[src/rtl/dll_lock_pkg.sv]
`timescale 1ns/1ps
package dll_lock_pkg;

  // Fine-search sequencing states
  typedef enum logic [1:0] {
    SRCH_IDLE    = 2'd0,
    SRCH_SETTLE  = 2'd1,
    SRCH_DECIDE  = 2'd2,
    SRCH_HOLD    = 2'd3
  } srch_state_t;

  // Cycles spent on coarse acquisition: start pulse, end pulse, capture, load
  localparam int unsigned ACQ_LEN = 4;

  // Total start-to-lock latency for a given fine width
  function automatic int unsigned lock_latency(input int unsigned fine_bits);
    return ACQ_LEN + 2 * fine_bits - 1;
  endfunction

endpackage

[src/rtl/dll_therm_enc.sv]
`timescale 1ns/1ps
// Leading-ones encoder for a thermometer snapshot, clamped to the coarse range.
module dll_therm_enc #(
  parameter int unsigned TAPS = 4,
  parameter int unsigned CW   = $clog2(TAPS)
) (
  input  logic [TAPS-1:0] therm,
  output logic [CW-1:0]   coarse
);
  localparam int unsigned KW  = $clog2(TAPS + 1);
  localparam int unsigned MAX = TAPS - 1;

  // run[i] is high when taps 0..i are all ones
  logic [TAPS-1:0] run;

  assign run[0] = therm[0];
  genvar g;
  generate
    for (g = 1; g < TAPS; g++) begin : g_run
      assign run[g] = run[g-1] & therm[g];
    end
  endgenerate

  logic [KW-1:0] ones;
  always_comb begin
    ones = '0;
    for (int i = 0; i < TAPS; i++) begin
      ones = ones + KW'(run[i]);
    end
  end

  // Clamp: a full thermometer saturates at the top coarse value
  always_comb begin
    if (ones > KW'(MAX)) coarse = CW'(MAX);
    else                 coarse = CW'(ones);
  end

endmodule

[src/rtl/dll_tdc_acq.sv]
`timescale 1ns/1ps
// Coarse acquisition sequencer: drives the converter pulses, captures taps,
// and announces the load edge with the encoded coarse value.
module dll_tdc_acq
  import dll_lock_pkg::*;
#(
  parameter int unsigned TAPS = 4,
  parameter int unsigned CW   = $clog2(TAPS)
) (
  input  logic            clk,
  input  logic            rst,
  input  logic            start,
  input  logic [TAPS-1:0] taps,
  output logic            pulse_start,
  output logic            pulse_end,
  output logic            load,
  output logic [CW-1:0]   coarse
);
  localparam int unsigned SW = $clog2(ACQ_LEN);

  logic            active;
  logic [SW-1:0]   step;
  logic [TAPS-1:0] snap;

  always_ff @(posedge clk) begin
    if (rst) begin
      active      <= 1'b0;
      step        <= '0;
      snap        <= '0;
      pulse_start <= 1'b0;
      pulse_end   <= 1'b0;
    end else if (start) begin
      active      <= 1'b1;
      step        <= '0;
      pulse_start <= 1'b0;
      pulse_end   <= 1'b0;
    end else if (active) begin
      step <= step + SW'(1);
      case (step)
        SW'(0): pulse_start <= 1'b1;
        SW'(1): pulse_end   <= 1'b1;
        SW'(2): snap        <= taps;
        default: begin
          active      <= 1'b0;
          pulse_start <= 1'b0;
          pulse_end   <= 1'b0;
        end
      endcase
    end
  end

  assign load = active && !start && (step == SW'(ACQ_LEN - 1));

  dll_therm_enc #(.TAPS(TAPS), .CW(CW)) u_enc (
    .therm  (snap),
    .coarse (coarse)
  );

endmodule

[src/rtl/dll_fine_search.sv]
`timescale 1ns/1ps
// Successive-approximation search over the fine field, MSB first.
module dll_fine_search
  import dll_lock_pkg::*;
#(
  parameter int unsigned CW = 2,
  parameter int unsigned FW = 5
) (
  input  logic          clk,
  input  logic          rst,
  input  logic          start,
  input  logic          load,
  input  logic [CW-1:0] coarse_in,
  input  logic          up,
  input  logic          dn,
  output logic [CW-1:0] coarse_q,
  output logic [FW-1:0] fine_q,
  output logic          locked
);
  localparam int unsigned IW = (FW > 1) ? $clog2(FW) : 1;

  srch_state_t   state;
  logic [IW-1:0] idx;
  logic          late;
  logic [FW-1:0] fine_nxt;

  // Clear only on an unambiguous "late" decision
  assign late = dn && !up;

  always_comb begin
    fine_nxt = fine_q;
    if (late) fine_nxt[idx] = 1'b0;
    if (idx != '0) fine_nxt[idx - IW'(1)] = 1'b1;
  end

  always_ff @(posedge clk) begin
    if (rst) begin
      state    <= SRCH_IDLE;
      idx      <= '0;
      coarse_q <= '0;
      fine_q   <= '0;
      locked   <= 1'b0;
    end else if (start) begin
      state  <= SRCH_IDLE;
      locked <= 1'b0;
    end else begin
      case (state)
        SRCH_IDLE: begin
          if (load) begin
            coarse_q <= coarse_in;
            fine_q   <= FW'(1) << (FW - 1);
            idx      <= IW'(FW - 1);
            state    <= (FW == 1) ? SRCH_DECIDE : SRCH_SETTLE;
          end
        end
        SRCH_SETTLE: state <= SRCH_DECIDE;
        SRCH_DECIDE: begin
          fine_q <= fine_nxt;
          if (idx == '0) begin
            state  <= SRCH_HOLD;
            locked <= 1'b1;
          end else begin
            idx   <= idx - IW'(1);
            // the last bit is decided without a settle cycle
            state <= (idx == IW'(1)) ? SRCH_DECIDE : SRCH_SETTLE;
          end
        end
        default: state <= SRCH_HOLD;
      endcase
    end
  end

endmodule

[src/rtl/dll_lock_ctrl.sv]
`timescale 1ns/1ps
// Two-phase lock controller: fixed coarse acquisition then bounded search.
module dll_lock_ctrl #(
  parameter int unsigned TDC_TAPS  = 4,
  parameter int unsigned FINE_BITS = 5,
  localparam int unsigned COARSE_W = $clog2(TDC_TAPS),
  localparam int unsigned CODE_W   = COARSE_W + FINE_BITS
) (
  input  logic                clk,
  input  logic                rst,
  input  logic                start,
  input  logic [TDC_TAPS-1:0] tdc_taps,
  input  logic                pd_up,
  input  logic                pd_dn,
  output logic [CODE_W-1:0]   lock_code,
  output logic                tdc_pulse_start,
  output logic                tdc_pulse_end,
  output logic                locked
);
  logic                load;
  logic [COARSE_W-1:0] coarse_enc;
  logic [COARSE_W-1:0] coarse_q;
  logic [FINE_BITS-1:0] fine_q;

  dll_tdc_acq #(.TAPS(TDC_TAPS), .CW(COARSE_W)) u_acq (
    .clk         (clk),
    .rst         (rst),
    .start       (start),
    .taps        (tdc_taps),
    .pulse_start (tdc_pulse_start),
    .pulse_end   (tdc_pulse_end),
    .load        (load),
    .coarse      (coarse_enc)
  );

  dll_fine_search #(.CW(COARSE_W), .FW(FINE_BITS)) u_srch (
    .clk       (clk),
    .rst       (rst),
    .start     (start),
    .load      (load),
    .coarse_in (coarse_enc),
    .up        (pd_up),
    .dn        (pd_dn),
    .coarse_q  (coarse_q),
    .fine_q    (fine_q),
    .locked    (locked)
  );

  assign lock_code = {coarse_q, fine_q};

endmodule

[config.mk]
export PLATFORM = sky130hd
export DESIGN_NAME = dll_lock_ctrl
export DESIGN_NICKNAME = d
export VERILOG_FILES = /design/src/rtl/dll_lock_pkg.sv /design/src/rtl/dll_therm_enc.sv /design/src/rtl/dll_tdc_acq.sv /design/src/rtl/dll_fine_search.sv /design/src/rtl/dll_lock_ctrl.sv
export SDC_FILE = /design/constraint.sdc
export NUM_CORES = 1
export LEC_CHECK = 0
export BUFFER_PORTS_ARGS = -buffer_cell sky130_fd_sc_hd__buf_2
export CORE_UTILIZATION = 54
export CTS_CLUSTER_SIZE = 25
export DETAILED_ROUTE_END_ITERATION = 6
export PLACE_DENSITY = 0.78
export SLEW_MARGIN = 20
export SYNTH_ARGS = -nofsm -noshare
export SYNTH_HDL_FRONTEND = slang
export SYNTH_SLANG_ARGS = --single-unit
[constraint.sdc]
create_clock -name clk -period 1.8 [get_ports clk]
set_input_delay 0.27 -clock clk [delete_from_list [all_inputs] [get_ports clk]]
set_output_delay 0.27 -clock clk [all_outputs]
set_load 0.01 [all_outputs]
### Word-level counts from Yosys, hierarchy flattened

Index checks and enable logic that the tools add are counted.

| word-level totals | value |
|---|---|
| bits in registers | 22 |
| bits in latches | 0 |
| memory bits (writable) | 0 |
| bits in read-only memories | 0 |
| input bits | 9 |
| output and inout port bits | 10 |
| memories | 0 |

| operators by class | value |
|---|---|
| $add $sub $neg | 5 |
| $mul | 0 |
| div/mod/pow operators | 0 |
| order comparisons | 5 |
| equality and inequality tests | 8 |
| shifts and indexed selects | 0 |
| mux-type cells | 21 |
| bitwise logic cells | 9 |
| reduce and logical (&&, ||, !) cells | 23 |

Operators with widths:

| cell | count |
|---|---|
| $mux 5 | 3 |
| $pmux 5 s2 | 1 |
| $reduce_and 3->1 | 3 |
| $lt 3x4->1 const B | 2 |
| $mux 2 | 4 |
| $demux 1 s3 | 2 |
| $eq 2x2->1 const B | 3 |
| $ge 3x1->1 const B | 2 |
| $mux 3 | 2 |
| $pmux 2 s3 | 1 |
| $pmux 3 s2 | 1 |
| $reduce_and 2->1 | 3 |
| $reduce_or 2->1 | 3 |
| $and 5x5->5 | 1 |
| $logic_and 1x1->1 | 5 |
| $mux 1 | 5 |
| $not 5->5 | 1 |
| $or 5x5->5 | 1 |
| $eq 2x1->1 const B | 2 |
| $logic_not 2->1 | 2 |
| $ne 2x2->1 const B | 2 |
| $pmux 1 s2 | 2 |
| $reduce_and 4->1 | 1 |
| $add 2x1->3 | 1 |
| 13 further kinds | 18 |

### Depth between registers and ports, before layout

Gate-level depths: netlist (run 1).

| depth | value |
|---|---|
| word-level depth | 10 |
| depth in mapped cells | 7 |
| mapped depth without buffers | 6 |

### Hierarchy

A second synthesis (run 1) with hierarchy kept.

| unflattened totals | value |
|---|---|
| cells, all modules | 137 |
| area total of the unflattened synthesis | 1316.3 µm² |

Modules (own cells, without submodules):

| module | instances | cells each | area an instance (µm²) | seq. area each (µm²) |
|---|---|---|---|---|
| dll_fine_search | 1 | 91 | 837.1 | 260.2 |
| dll_tdc_acq | 1 | 40 | 431.7 | 180.2 |
| dll_therm_enc | 1 | 6 | 47.5 | 0.0 |

### Least setup slack after synthesis (run 1)

No wires, ideal clock.

| timing | value |
|---|---|
| path kind | flip-flop to flip-flop |
| start point | register u_srch.idx[0] |
| end point | register u_srch.idx[0] |
| setup time | 0.132 ns |
| arrival | 1.473 ns |
| required time | 1.668 ns |
| path slack | 0.194 ns |
| stages on the path, launching flop included | 8 |
| buffers on the path | 1 |
| period minus slack after synthesis | 1.606 ns |
| cells stage by stage | dfxtp_1 > clkbuf_1 > inv_1 > ha_1 > nor2b_1 > and3_2 > o21ai_0 > a21oi_1 |

| between the ends | value |
|---|---|
| longest elaborated chain between the ends | 3 |

RTL lines:

| what | RTL line | text |
|---|---|---|
| from (decl) | dll_fine_search.sv:23 | `logic [IW-1:0] idx;` |
| from (signal assigned) | dll_fine_search.sv:52 | `idx <= IW'(FW - 1);` |
| from (signal assigned) | dll_fine_search.sv:63 | `idx <= idx - IW'(1);` |
| $sub 3x1->3 / $logic_not 3->1 (equally long branches) | dll_fine_search.sv:63, dll_fine_search.sv:59 |  |
| $mux 3 / $ne 2x2->1 (equally long branches) | n/a |  |
| $pmux 3 s2 / $reduce_and 4->1 (equally long branches) | n/a |  |

Several ways; a longest one is shown, not always the timed one. The select of a mux whose other input is x is not followed.
A chain may end at the register's enable or synchronous reset.

### Final worst setup path (run 1)

| timing | value |
|---|---|
| start point | register u_srch.idx[1] |
| end point | register u_srch.fine_q[4] |

| between the ends | value |
|---|---|
| longest elaborated chain between the ends | 10 |

RTL lines:

| what | RTL line | text |
|---|---|---|
| parallel branches: the longest is 8 deep, another holds $lt 3x4->1 | n/a |  |
| $mux 5 (*) | dll_fine_search.sv:33 | `if (idx != '0) fine_nxt[idx - IW'(1)] = 1'b1;` |
| $pmux 5 s2 (*) | dll_fine_search.sv:47 | `case (state)` |
| to (signal assigned) | dll_fine_search.sv:51 | `fine_q <= FW'(1) << (FW - 1);` |
| to (signal assigned) | dll_fine_search.sv:58 | `fine_q <= fine_nxt;` |
| to (decl) | dll_fine_search.sv:17 | `output logic [FW-1:0] fine_q,` |

Mark *: on every way between the ends.

==> results of run 1 <==
[routing by layer]
metal  track usage [%]  up-vias
met1              25.0      466
met3              4.81        5
met2              40.5       19
li1                  -      505
met5                 0        -
met4              8.89        0
[power groups by stage]
stage	clock [W]	sequential (W)	combinational, W
3_3_place_gp	0	0.000505	0.0000450
3_5_place_dp	0	0.000505	0.0000461
4_1_cts	0.000281	0.000494	0.0000464
2_1_floorplan	0	0.000505	0.0000294
5_1_grt	0.000296	0.000495	0.0000525
6_report	0.000273	0.000494	0.0000463
[final cells by class]
| class | instances | area (µm²) |
|---|---|---|
| fill | 178 | 692 |
| timing repair buffer | 20 | 105 |
| sequential | 22 | 440 |
| clock buffer | 4 | 36.3 |
| inverter | 8 | 30.0 |
| multi-input combinational | 99 | 644 |
| tap | 27 | 33.8 |
[flip-flops by register name, indices dropped and copies added, names as in the netlist]
register	cells
u_acq.active	1
u_acq.pulse_end	1
u_acq.pulse_start	1
u_acq.snap	4
u_acq.step	2
u_srch.coarse_q	2
u_srch.fine_q	5
u_srch.idx	3
u_srch.locked	1
u_srch.state	2
[final timing paths]
check | to | startpoint | slack (ps)
max | u_srch.fine_q[4] | u_srch.idx[1] | 210
min reg2reg | u_acq.pulse_end | u_acq.pulse_end | 460
max reg2reg | u_srch.fine_q[4] | u_srch.idx[1] | 210
min | u_acq.snap[2] | tdc_taps[2] | 190
[kinds of logic (layout without fill, tap and decap cells)]
kind of cell | count (synthesis) | after routing | share of synthesized area, %
flip-flops | 22 | 22 | 38.3
AO/OA/AOI/OAI | 27 | 27 | 14.0
AND/OR/NAND/NOR | 55 | 55 | 25.4
adder cells (fa/ha/maj) | 9 | 9 | 9.79
multiplexers | 7 | 7 | 6.09
buffers and inverters | 15 | 32 | 5.66
XOR/XNOR | 1 | 1 | 0.762
[per-stage QoR]
step	hold WS (ps)	total power, W	area [µm²]	cells	utilization, %
after floorplan	387	0.000534	1150	136	-
after CTS	183	0.000822	1290	180	65.1
final	185	0.000813	1290	180	65.1
after global placement	438	0.000550	1250	176	63.3
after global routing	183	0.000843	1290	180	65.1
after detailed placement	452	0.000551	1250	176	63.3
[layout by cell type (no fill, tap or decap), types with 2 or more instances in the layout]
cell,n
nand4_1,2
or3_1,2
a31oi_1,4
nor3b_1,3
inv_1,8
ha_1,9
nand3_1,3
a21oi_1,8
buf_2,18
nor2b_1,9
a211oi_1,2
nor3_1,4
mux2i_1,7
buf_4,2
dfxtp_1,22
o21ai_0,8
nor2_1,15
nand2_1,8
clkbuf_4,3
[critical path, delay by kind of cell (launching register included)]
family          cells  cell delay [ps]
flops               1              440
compound gates      3              430
simple gates        1              300
fa+ha+maj           1              240
buf+inv             1              130
==> key figures, run 1 <==
Timing
  – Fmax: 0.631 GHz
  – Setup TNS: 0 ps
  – Unrepaired setup endpoints after global routing: no
  – Post-route setup slack: 214 ps
  – Final setup fails: 0
  – Slew headroom: 67.1%
  – Worst Max-Slew Pin Slew: 492 ps
  – Final hold violation count: 0
  – Fin Clk Skew: 2.12 ps
  – Max-slew violation count: 0
  – Post-layout min period: 1590 ps
  – Period utilisation layout: 88.1%

Logic synthesis
  – Synthesized Nets: 154
  – Sequential-to-total area share from yosys stat: 38.3%
  – Async SR Flop Fraction: 0%
  – Most common cell in the netlist: dfxtp_1
  – Yosys warns: 0
  – #FFs+latches synth: 22
  – Netlist cell types: 35
  – Predominant post-synthesis flop cell: dfxtp_1
  – Post-synth EDFFs: 0
  – Netlist Area Pre-Place: 1150 µm²
  – Mean Syn Cell Area: 8.45 µm²
  – Most frequent cells after synthesis: 22 x dfxtp_1, 15 x nor2_1, 9 x ha_1, 9 x nor2b_1
  – Top post-synthesis cells by area: dfxtp_1 38%, ha_1 9.8%, mux2i_1 6.1%
  – Post-Syn Instances: 136
  – Synth top area share: 38.3%
  – Post-synth top area cell: dfxtp_1

Global route
  – Largest net degree at the start of global routing: 20
  – Total GRT Usage: 22.3%
  – Antenna violations before repair: 0
  – Vias in the first global route: 886
  – GRT overflow: 0
  – First-pass GRT wire length: 3.59 mm

Critical path
  – Worst path slowest cell: dfxtp_1
  – Reg2Reg Depth: 6
  – CP Class: flop to flop
  – WP data arrival: 1840 ps
  – Critical Path Max Stage Delay: 440 ps
  – CP endpoint kind: flop
  – Max FO, Critical Path: 5
  – Worst EP required: 2050 ps
  – CP Cell Sequence: inv_1 > ha_1 > nor3b_1 > o211a_1 > o21ai_0 > a21oi_1
  – Worst Setup Start Kind: flop

Pwr
  – Internal power: 0.000634 W
  – Switching Share: 22.0%
  – Clock power share: 33.5%
  – Peak supply drop: 0.578 mV
  – Comb pwr share: 5.7%
  – Static Leak: 0.585 nW
  – PD cells: 630 nW/µm²
  – Psw: 0.000179 W
  – Sequential share of power: 60.8%

Clocking
  – Postcts setup bufs: 0
  – CTS tree: done
  – CTS Hold Bufs: 0
  – Worst-skew pair later-pin latency: 310 ps
  – Longest Clk Path Bufs: 2
  – Post_cts resized: 0
  – CTS root buf: clkbuf_4
  – Num CTS Buffers: 3
  – CTS Sinks: 22
  – Htree depth: 1
  – Clock slew at reported path FFs: 120 ps

Die
  – Die Ht: 48.1 µm
  – Die X: 48.1 µm
  – Initial Util: 58.0%
  – Row cnt: 16
  – Core area: 1980 µm²
  – Die footprint: 2320 µm²
  – I/O pins: 19

Layout
  – Inserted Diodes: 0
  – Share of cells above drive strength 1: 17.0%
  – Synthesis-to-layout area growth: 12.2%
  – Final net count: 172

Place
  – Post-place setup slack: 262 ps
  – Detailed placement HPWL: 1.77 mm
  – GPL Wtd Cong: 0.835
  – Port Buffers: 18

Route
  – Met2 Wirelength: 1.21 mm
  – Wirelength, routed: 2.30 mm
  – Uppermost routed layer: met4
  – Antenna viol nets, final: 0
  – Routed vias/inst: 5.53
  – Wirelength per Cell: 12.8 µm
  – Met1 WL: 1.01 mm
  – Vias: 995
  – Pre-antenna DRT Iters: 5
  – Met3 WL: 50 µm
  – Starting DRC count in detailed routing: 14
  – Drt drc: 0

Outcome
  – Run status: complete, no violations

Hold path
  – Cells on Worst Hold Path: 3
  – Worst Hold Class: primary input to flop

Run
  – Max_cap viols: 0
Note: power is estimated with default switching activity, not from simulation.
==> inputs of run 2 (changes only) <==
--- a/config.mk
+++ b/config.mk
@@ -5,6 +5,7 @@
 export SDC_FILE = /design/constraint.sdc
 export NUM_CORES = 1
 export LEC_CHECK = 0
+export ABC_AREA = 1
 export BUFFER_PORTS_ARGS = -buffer_cell sky130_fd_sc_hd__buf_2
 export CORE_UTILIZATION = 54
 export CTS_CLUSTER_SIZE = 25
==> key figures, run 2 <==
Outcome
  – Run status: complete, no violations

Logic synthesis
  – Synthesized Nets: 181 (+18%)
  – Post-Syn Instances: 163 (+20%)
  – Most frequent cells after synthesis: 36 x nand2_1, 22 x dfxtp_1, 21 x nor2_1
  – Async SR Flop Fraction: 0% (unchanged)
  – Mean Syn Cell Area: 7.03 µm² (-17%)
  – Yosys warns: 0 (unchanged)
  – Most common cell in the netlist: nand2_1
  – Post-synth EDFFs: 0 (unchanged)
  – Netlist cell types: 20 (-43%)
  – Netlist Area Pre-Place: 1150 µm² (-0.33%)
  – Sequential-to-total area share from yosys stat: 38.4% (+0.13 points)
  – Synth top area share: 38.4% (+0.13 points)
  – #FFs+latches synth: 22 (unchanged)
  – Top post-synthesis cells by area: dfxtp_1 38%, nand2_1 12%, ha_1 9.8%
  – Post-synth top area cell: dfxtp_1
  – Predominant post-synthesis flop cell: dfxtp_1

Clocking
  – Num CTS Buffers: 3 (unchanged)
  – Worst-skew pair later-pin latency: 310 ps (about the same)
  – CTS root buf: clkbuf_4
  – CTS tree: done
  – Longest Clk Path Bufs: 2 (unchanged)
  – Postcts setup bufs: 0 (unchanged)
  – Htree depth: 1 (unchanged)
  – Clock slew at reported path FFs: 120 ps (about the same)
  – Post_cts resized: 0 (unchanged)
  – CTS Hold Bufs: 0 (unchanged)
  – CTS Sinks: 22 (unchanged)

Die
  – Die X: 48.1 µm (-0.16%)
  – Core area: 1980 µm² (unchanged)
  – Die Ht: 48.1 µm (-0.16%)
  – I/O pins: 19 (unchanged)
  – Row cnt: 16 (unchanged)
  – Die footprint: 2310 µm² (-0.31%)
  – Initial Util: 57.8% (-0.19 points)

Pwr
  – Psw: 0.000187 W (+4.8%)
  – PD cells: 701 nW/µm² (+11%)
  – Comb pwr share: 5.5% (-0.2 points)
  – Switching Share: 20.3% (-1.7 points)
  – Peak supply drop: 0.450 mV (-22%)
  – Static Leak: 0.614 nW (+4.9%)
  – Clock power share: 40.6% (+7.1 points)
  – Sequential share of power: 53.9% (-6.9 points)
  – Internal power: 0.000737 W (+16%)

Run
  – Max_cap viols: 0 (unchanged)

Timing
  – Final hold violation count: 0 (unchanged)
  – Worst Max-Slew Pin Slew: 413 ps (-79.0 ps)
  – Max-slew violation count: 0 (unchanged)
  – Unrepaired setup endpoints after global routing: no
  – Fmax: 0.652 GHz (+3.4%)
  – Post-layout min period: 1530 ps (-52.0 ps)
  – Fin Clk Skew: 2.42 ps (+0.301 ps)
  – Slew headroom: 72.4% (+5.2 points)
  – Period utilisation layout: 85.2% (-2.9 points)
  – Setup TNS: 0 ps (unchanged)
  – Hold_ws: 221 ps (+36.1 ps)
  – Final setup fails: 0 (unchanged)

Critical path
  – CP Class: flop to flop
  – Launching point of the worst reg2reg path: u_srch.idx[0]
  – CP dominant cell by count: nand2_1
  – Max FO, Critical Path: 6 (+1)
  – CP startpoint: u_srch.idx[0]
  – CP top delay family: flip-flops
  – WP data arrival: 1790 ps (-50 ps)
  – Worst EP required: 2050 ps (about the same)
  – CP endpoint kind: flop
  – Worst path slowest cell: dfxtp_1
  – Critical Path Max Stage Delay: 480 ps (+40 ps)
  – CP Cell Sequence: inv_2 > ha_1 > a21oi_2 > nand3_1 > nand2_1 > nand2_1 > a21oi_1
  – Worst Setup Start Kind: flop
  – Worst Path Buf+Inv: 1 (unchanged)

Route
  – Starting DRC count in detailed routing: 26 (+12)
  – Antenna viol nets, final: 0 (unchanged)
  – Routed vias/inst: 4.93 (-11%)
  – Wirelength, routed: 2.32 mm (+0.74%)
  – Pre-antenna DRT Iters: 4 (-1)
  – Drt drc: 0 (unchanged)
  – Wirelength per Cell: 11.0 µm (-14%)
  – Vias: 1040 (+4.5%)

Layout
  – Share of cells above drive strength 1: 19.0% (+2.0 points)
  – Inserted Diodes: 0 (unchanged)
  – Max reg flops: 5 (unchanged)
  – Synthesis-to-layout area growth: 15.1%
  – Commonest cells after routing, fill and taps aside: 36 x nand2_1, 22 x dfxtp_1, 21 x nor2_1
  – Commonest non-fill, non-tap cell in the layout: nand2_1
  – Fill cells: 179 (+0.56%)
  – Most flops, register: u_srch.fine_q
  – Final net count: 203 (+18%)
  – Regs by FF count: u_srch.fine_q (5), u_acq.snap (4), u_srch.idx (3)
  – Fin cells: 211 (+17%)

Place
  – Detailed placement HPWL: 1.75 mm (-1.2%)
  – GPL Wtd Cong: 0.942 (+13%)
  – Inst Count DP: 207 (+18%)
  – Port Buffers: 18 (unchanged)

Global route
  – Total GRT Usage: 22.1% (-0.23 points)
  – Largest net degree at the start of global routing: 14 (-30%)
  – Vias in the first global route: 846 (-4.5%)
  – Antenna violations before repair: 0 (unchanged)
  – First-pass GRT wire length: 3.50 mm (-2.5%)
  – GRT overflow: 0 (unchanged)

Hold path
  – HP Start: rst
  – Worst Hold Class: primary input to flop
[run 2: cell types whose count changed in the layout (fill, tap and decap cells not counted), sizes merged, moves of 3 or more]
cell / previous run / this run
a31oi: 4 / 0
nand3: 3 / 11
mux2i: 7 / 0
a21oi: 8 / 19
nor3b: 3 / 0
nor2b: 9 / 0
nor2: 15 / 21
inv: 8 / 23
nand2: 8 / 38
[run 2: power groups by stage]
stage	Sequential [W]	Clock, W	Combinational [W]
3_5_place_dp	0.000509	0	0.0000499
6_report	0.000498	0.000376	0.0000507
5_1_grt	0.000499	0.000404	0.0000580
2_1_floorplan	0.000509	0	0.0000311
4_1_cts	0.000498	0.000392	0.0000504
3_3_place_gp	0.000509	0	0.0000483
[run 2: stage by stage]
step | total power [W] | cell area, µm² | worst slack [ps] | utilization (%)
4_1_cts | 0.000940 | 1320 | 276 | 66.5
2_1_floorplan | 0.000540 | 1150 | 496 | -
3_5_place_dp | 0.000559 | 1270 | 328 | 63.9
6_report | 0.000924 | 1320 | 266 | 66.5
3_3_place_gp | 0.000557 | 1270 | 368 | 63.9
5_1_grt | 0.000961 | 1320 | 146 | 66.5
[run 2: area by class of cell]
cell class	instances	area [µm²]	share of cell area, %
clock inverter	1	30.0	2.28
clock buffer	3	22.5	1.71
tap	27	33.8	2.56
inverter	23	86.3	6.55
multi-input combinational	117	616	46.7
timing repair buffer	18	90.1	6.83
sequential	22	440	33.4
[run 2: cell families after synthesis]
family | after synthesis | share of synthesized area (%)
AO/OA/AOI/OAI | 32 | 15.6
flip-flops | 22 | 38.4
adder cells (fa/ha/maj) | 9 | 9.83
buffers and inverters | 24 | 7.86
AND/OR/NAND/NOR | 76 | 28.3
[run 2: path summary, 6_finish.rpt]
check | end | cells after the start | slack [ps]
min reg2reg | u_srch.locked | 2 | 450
max reg2reg | u_srch.fine_q[3] | 7 | 270
max | u_srch.fine_q[3] | 7 | 270
min | u_srch.fine_q[3] | 2 | 220
[run 2: routing by layer]
metal	track usage [%]	vias to the layer above	share of wire (%)
met5	0	-	0
met4	11.1	0	1.7
met3	3.77	4	3.5
met2	36.2	24	47
met1	27.7	443	48
li1	-	569	-
==> inputs of run 3 (changes only) <==
--- a/config.mk
+++ b/config.mk
@@ -7,10 +7,10 @@
 export LEC_CHECK = 0
 export ABC_AREA = 1
 export BUFFER_PORTS_ARGS = -buffer_cell sky130_fd_sc_hd__buf_2
-export CORE_UTILIZATION = 54
+export CORE_UTILIZATION = 49
 export CTS_CLUSTER_SIZE = 25
 export DETAILED_ROUTE_END_ITERATION = 6
-export PLACE_DENSITY = 0.78
+export PLACE_DENSITY = 0.75
 export SLEW_MARGIN = 20
 export SYNTH_ARGS = -nofsm -noshare
 export SYNTH_HDL_FRONTEND = slang
==> constraint.sdc (replaced) <==
create_clock -name clk -period 1.3 [get_ports clk]
set_input_delay 0.195 -clock clk [delete_from_list [all_inputs] [get_ports clk]]
set_output_delay 0.195 -clock clk [all_outputs]
set_load 0.01 [all_outputs]
==> key figures, run 3 (synthesized netlist as in run 2, its figures left out) <==
Outcome
  – Run status: complete, no violations

Pwr
  – Static Leak: 0.648 nW (+5.6%)
  – Peak supply drop: 0.710 mV (+58%)
  – Pwr Total: 0.00114 W (+23%)
  – PD cells: 789 nW/µm² (+13%)

Route
  – Starting DRC count in detailed routing: 20 (-23%)
  – Routed vias/inst: 5.15 (+4.5%)
  – Wirelength, routed: 2.59 mm (+12%)
  – Vias: 1133 (+8.9%)
  – Drt drc: 0 (unchanged)
  – Antenna viol nets, final: 0 (unchanged)
  – Wirelength per Cell: 11.8 µm (+7.3%)
  – Pre-antenna DRT Iters: 4 (unchanged)

Critical path
  – R2r setup slk: 50 ps (-220 ps)
  – CP Class: flop to flop
  – Max FO, Critical Path: 4 (-2)
  – CP startpoint: u_acq.snap[1]
  – Worst EP required: 1490 ps (-560 ps)
  – Worst r2r dst: u_srch.coarse_q[0]
  – Launching point of the worst reg2reg path: u_acq.snap[1]
  – CP endpoint kind: flop
  – Reg2Reg Depth: 6 (-1)
  – Worst Setup Start Kind: flop
  – WP data arrival: 1440 ps (-350 ps)

Place
  – Placed cell area: 1310 µm² (+3.8%)
  – Detailed placement HPWL: 1.89 mm (+8.0%)
  – GPL Wtd Cong: 0.866 (-8.1%)
  – Port Buffers: 18 (unchanged)

Die
  – Die X: 50.4 µm (+4.8%)
  – Core area: 2210 µm² (+12%)
  – Row cnt: 17 (+1)
  – Initial Util: 51.8% (-6.0 points)
  – Die Ht: 50.4 µm (+4.8%)
  – Die footprint: 2540 µm² (+9.8%)
  – I/O pins: 19 (unchanged)

Layout
  – Most flops, register: u_srch.fine_q
  – Inserted Diodes: 0 (unchanged)
  – Fill cells: 207 (+16%)
  – Final net count: 211 (+3.9%)
  – Post-route cell area: 1440 µm² (+9.5%)
  – Max reg flops: 5 (unchanged)
  – Commonest cells after routing, fill and taps aside: 33 x nand2_1, 20 x nor2_1, 18 x buf_2
  – Final core occ: 65.3% (-1.3 points)
  – Synthesis-to-layout area growth: 26.0%
  – Regs by FF count: u_srch.fine_q (5), u_acq.snap (4), u_srch.idx (3)
  – Share of cells above drive strength 1: 32.8% (+14 points)
  – Commonest non-fill, non-tap cell in the layout: nand2_1

Timing
  – Max-slew violation count: 0 (unchanged)
  – Worst Max-Slew Pin Slew: 305 ps (-108 ps)
  – Fmax: 0.800 GHz (+23%)
  – Final hold violation count: 0 (unchanged)
  – Slew headroom: 79.5% (+7.1 points)
  – Post-layout min period: 1250 ps (-284 ps)
  – Period utilisation layout: 96.1% (+11 points)
  – Setup TNS: 0 ps (unchanged)
  – Unrepaired setup endpoints after global routing: yes
  – Final setup fails: 0 (unchanged)
  – Fin Clk Skew: 10.8 ps (+8.39 ps)
  – Hold_ws: 141 ps (-80.0 ps)

Hold path
  – Worst Hold Class: primary input to flop
  – Hold EP: u_acq.snap[0]
  – HP Start: tdc_taps[0]
  – Cells on Worst Hold Path: 3 (+1)

Clocking
  – Htree depth: 1 (unchanged)
  – CTS tree: done
  – Num CTS Buffers: 3 (unchanged)
  – CTS Sinks: 22 (unchanged)
  – Worst-skew pair later-pin latency: 310 ps (about the same)
  – CTS Hold Bufs: 0 (unchanged)
  – Clock slew at reported path FFs: 130 ps (about the same)
  – CTS root buf: clkbuf_4
  – Longest Clk Path Bufs: 2 (unchanged)

Global route
  – Vias in the first global route: 1015 (+20%)
  – GRT overflow: 0 (unchanged)
  – Antenna violations before repair: 0 (unchanged)
  – Total GRT Usage: 22.1% (about the same)
  – First-pass GRT wire length: 4.23 mm (+21%)
  – Largest net degree at the start of global routing: 13 (-1)

Run
  – Max_cap viols: 0 (unchanged)
==> run 3: worst max-delay path by stage <==
stage	cells after the start	to	slack [ps]
after floorplan	9	u_srch.idx[1]	30
after global placement	9	u_srch.idx[1]	30
after detailed placement	5	u_acq.snap[2]	-40
after CTS	9	u_srch.fine_q[2]	5
after global routing	9	u_srch.fine_q[1]	-40
final	6	u_srch.coarse_q[0]	50
==> run 3: per-layer routing <==
| metal | track usage (%) | wire [µm] | vias up |
|---|---|---|---|
| met2 | 40.7 | 1380 | 19 |
| met5 | 0 | 0 | - |
| met1 | 24.7 | 1120 | 524 |
| li1 | - | - | 588 |
| met4 | 8.80 | 17 | 0 |
| met3 | 3.94 | 73 | 2 |
==> run 3: cell type report <==
class	count	area, µm²	area share (%)
inverter	23	88.8	6.15
tap	28	35.0	2.43
timing repair buffer	26	154	10.7
clock buffer	4	36.3	2.51
sequential	22	449	31.1
multi-input combinational	117	681	47.1
==> run 3: power breakdown <==
| group | switching, W | internal, W |
|---|---|---|
| Combinational | 0.0000481 | 0.0000272 |
| Clock | 0.000202 | 0.000171 |
| Sequential | 0.00000785 | 0.000683 |
| Total | 0.000258 | 0.000881 |
==> run 3: per-stage QoR <==
stage | instances | setup WS, ps
floorplan | 163 | 28.4
global placement | 214 | 30.4
detailed placement | 214 | -38.0
CTS | 218 | 5.08
global route | 220 | -35.8
finish | 220 | 50.4
==> run 3: timing repair <==
| action | CTS | global route |
|---|---|---|
| pin swaps | 0 | 5 |
| resized for setup | 5 | 23 |
| endpoints found under the setup margin | 9 | 17 |
| buffers inserted | 0 | 2 |
==> run 3: worst max-delay path, cell delays in order, from the launching register on <==
cell,delay [ps]
dfxtp_2,370
nand2_1,80
nor3_2,120
ha_1,250
a31o_2,210
inv_1,40
a21oi_1,60
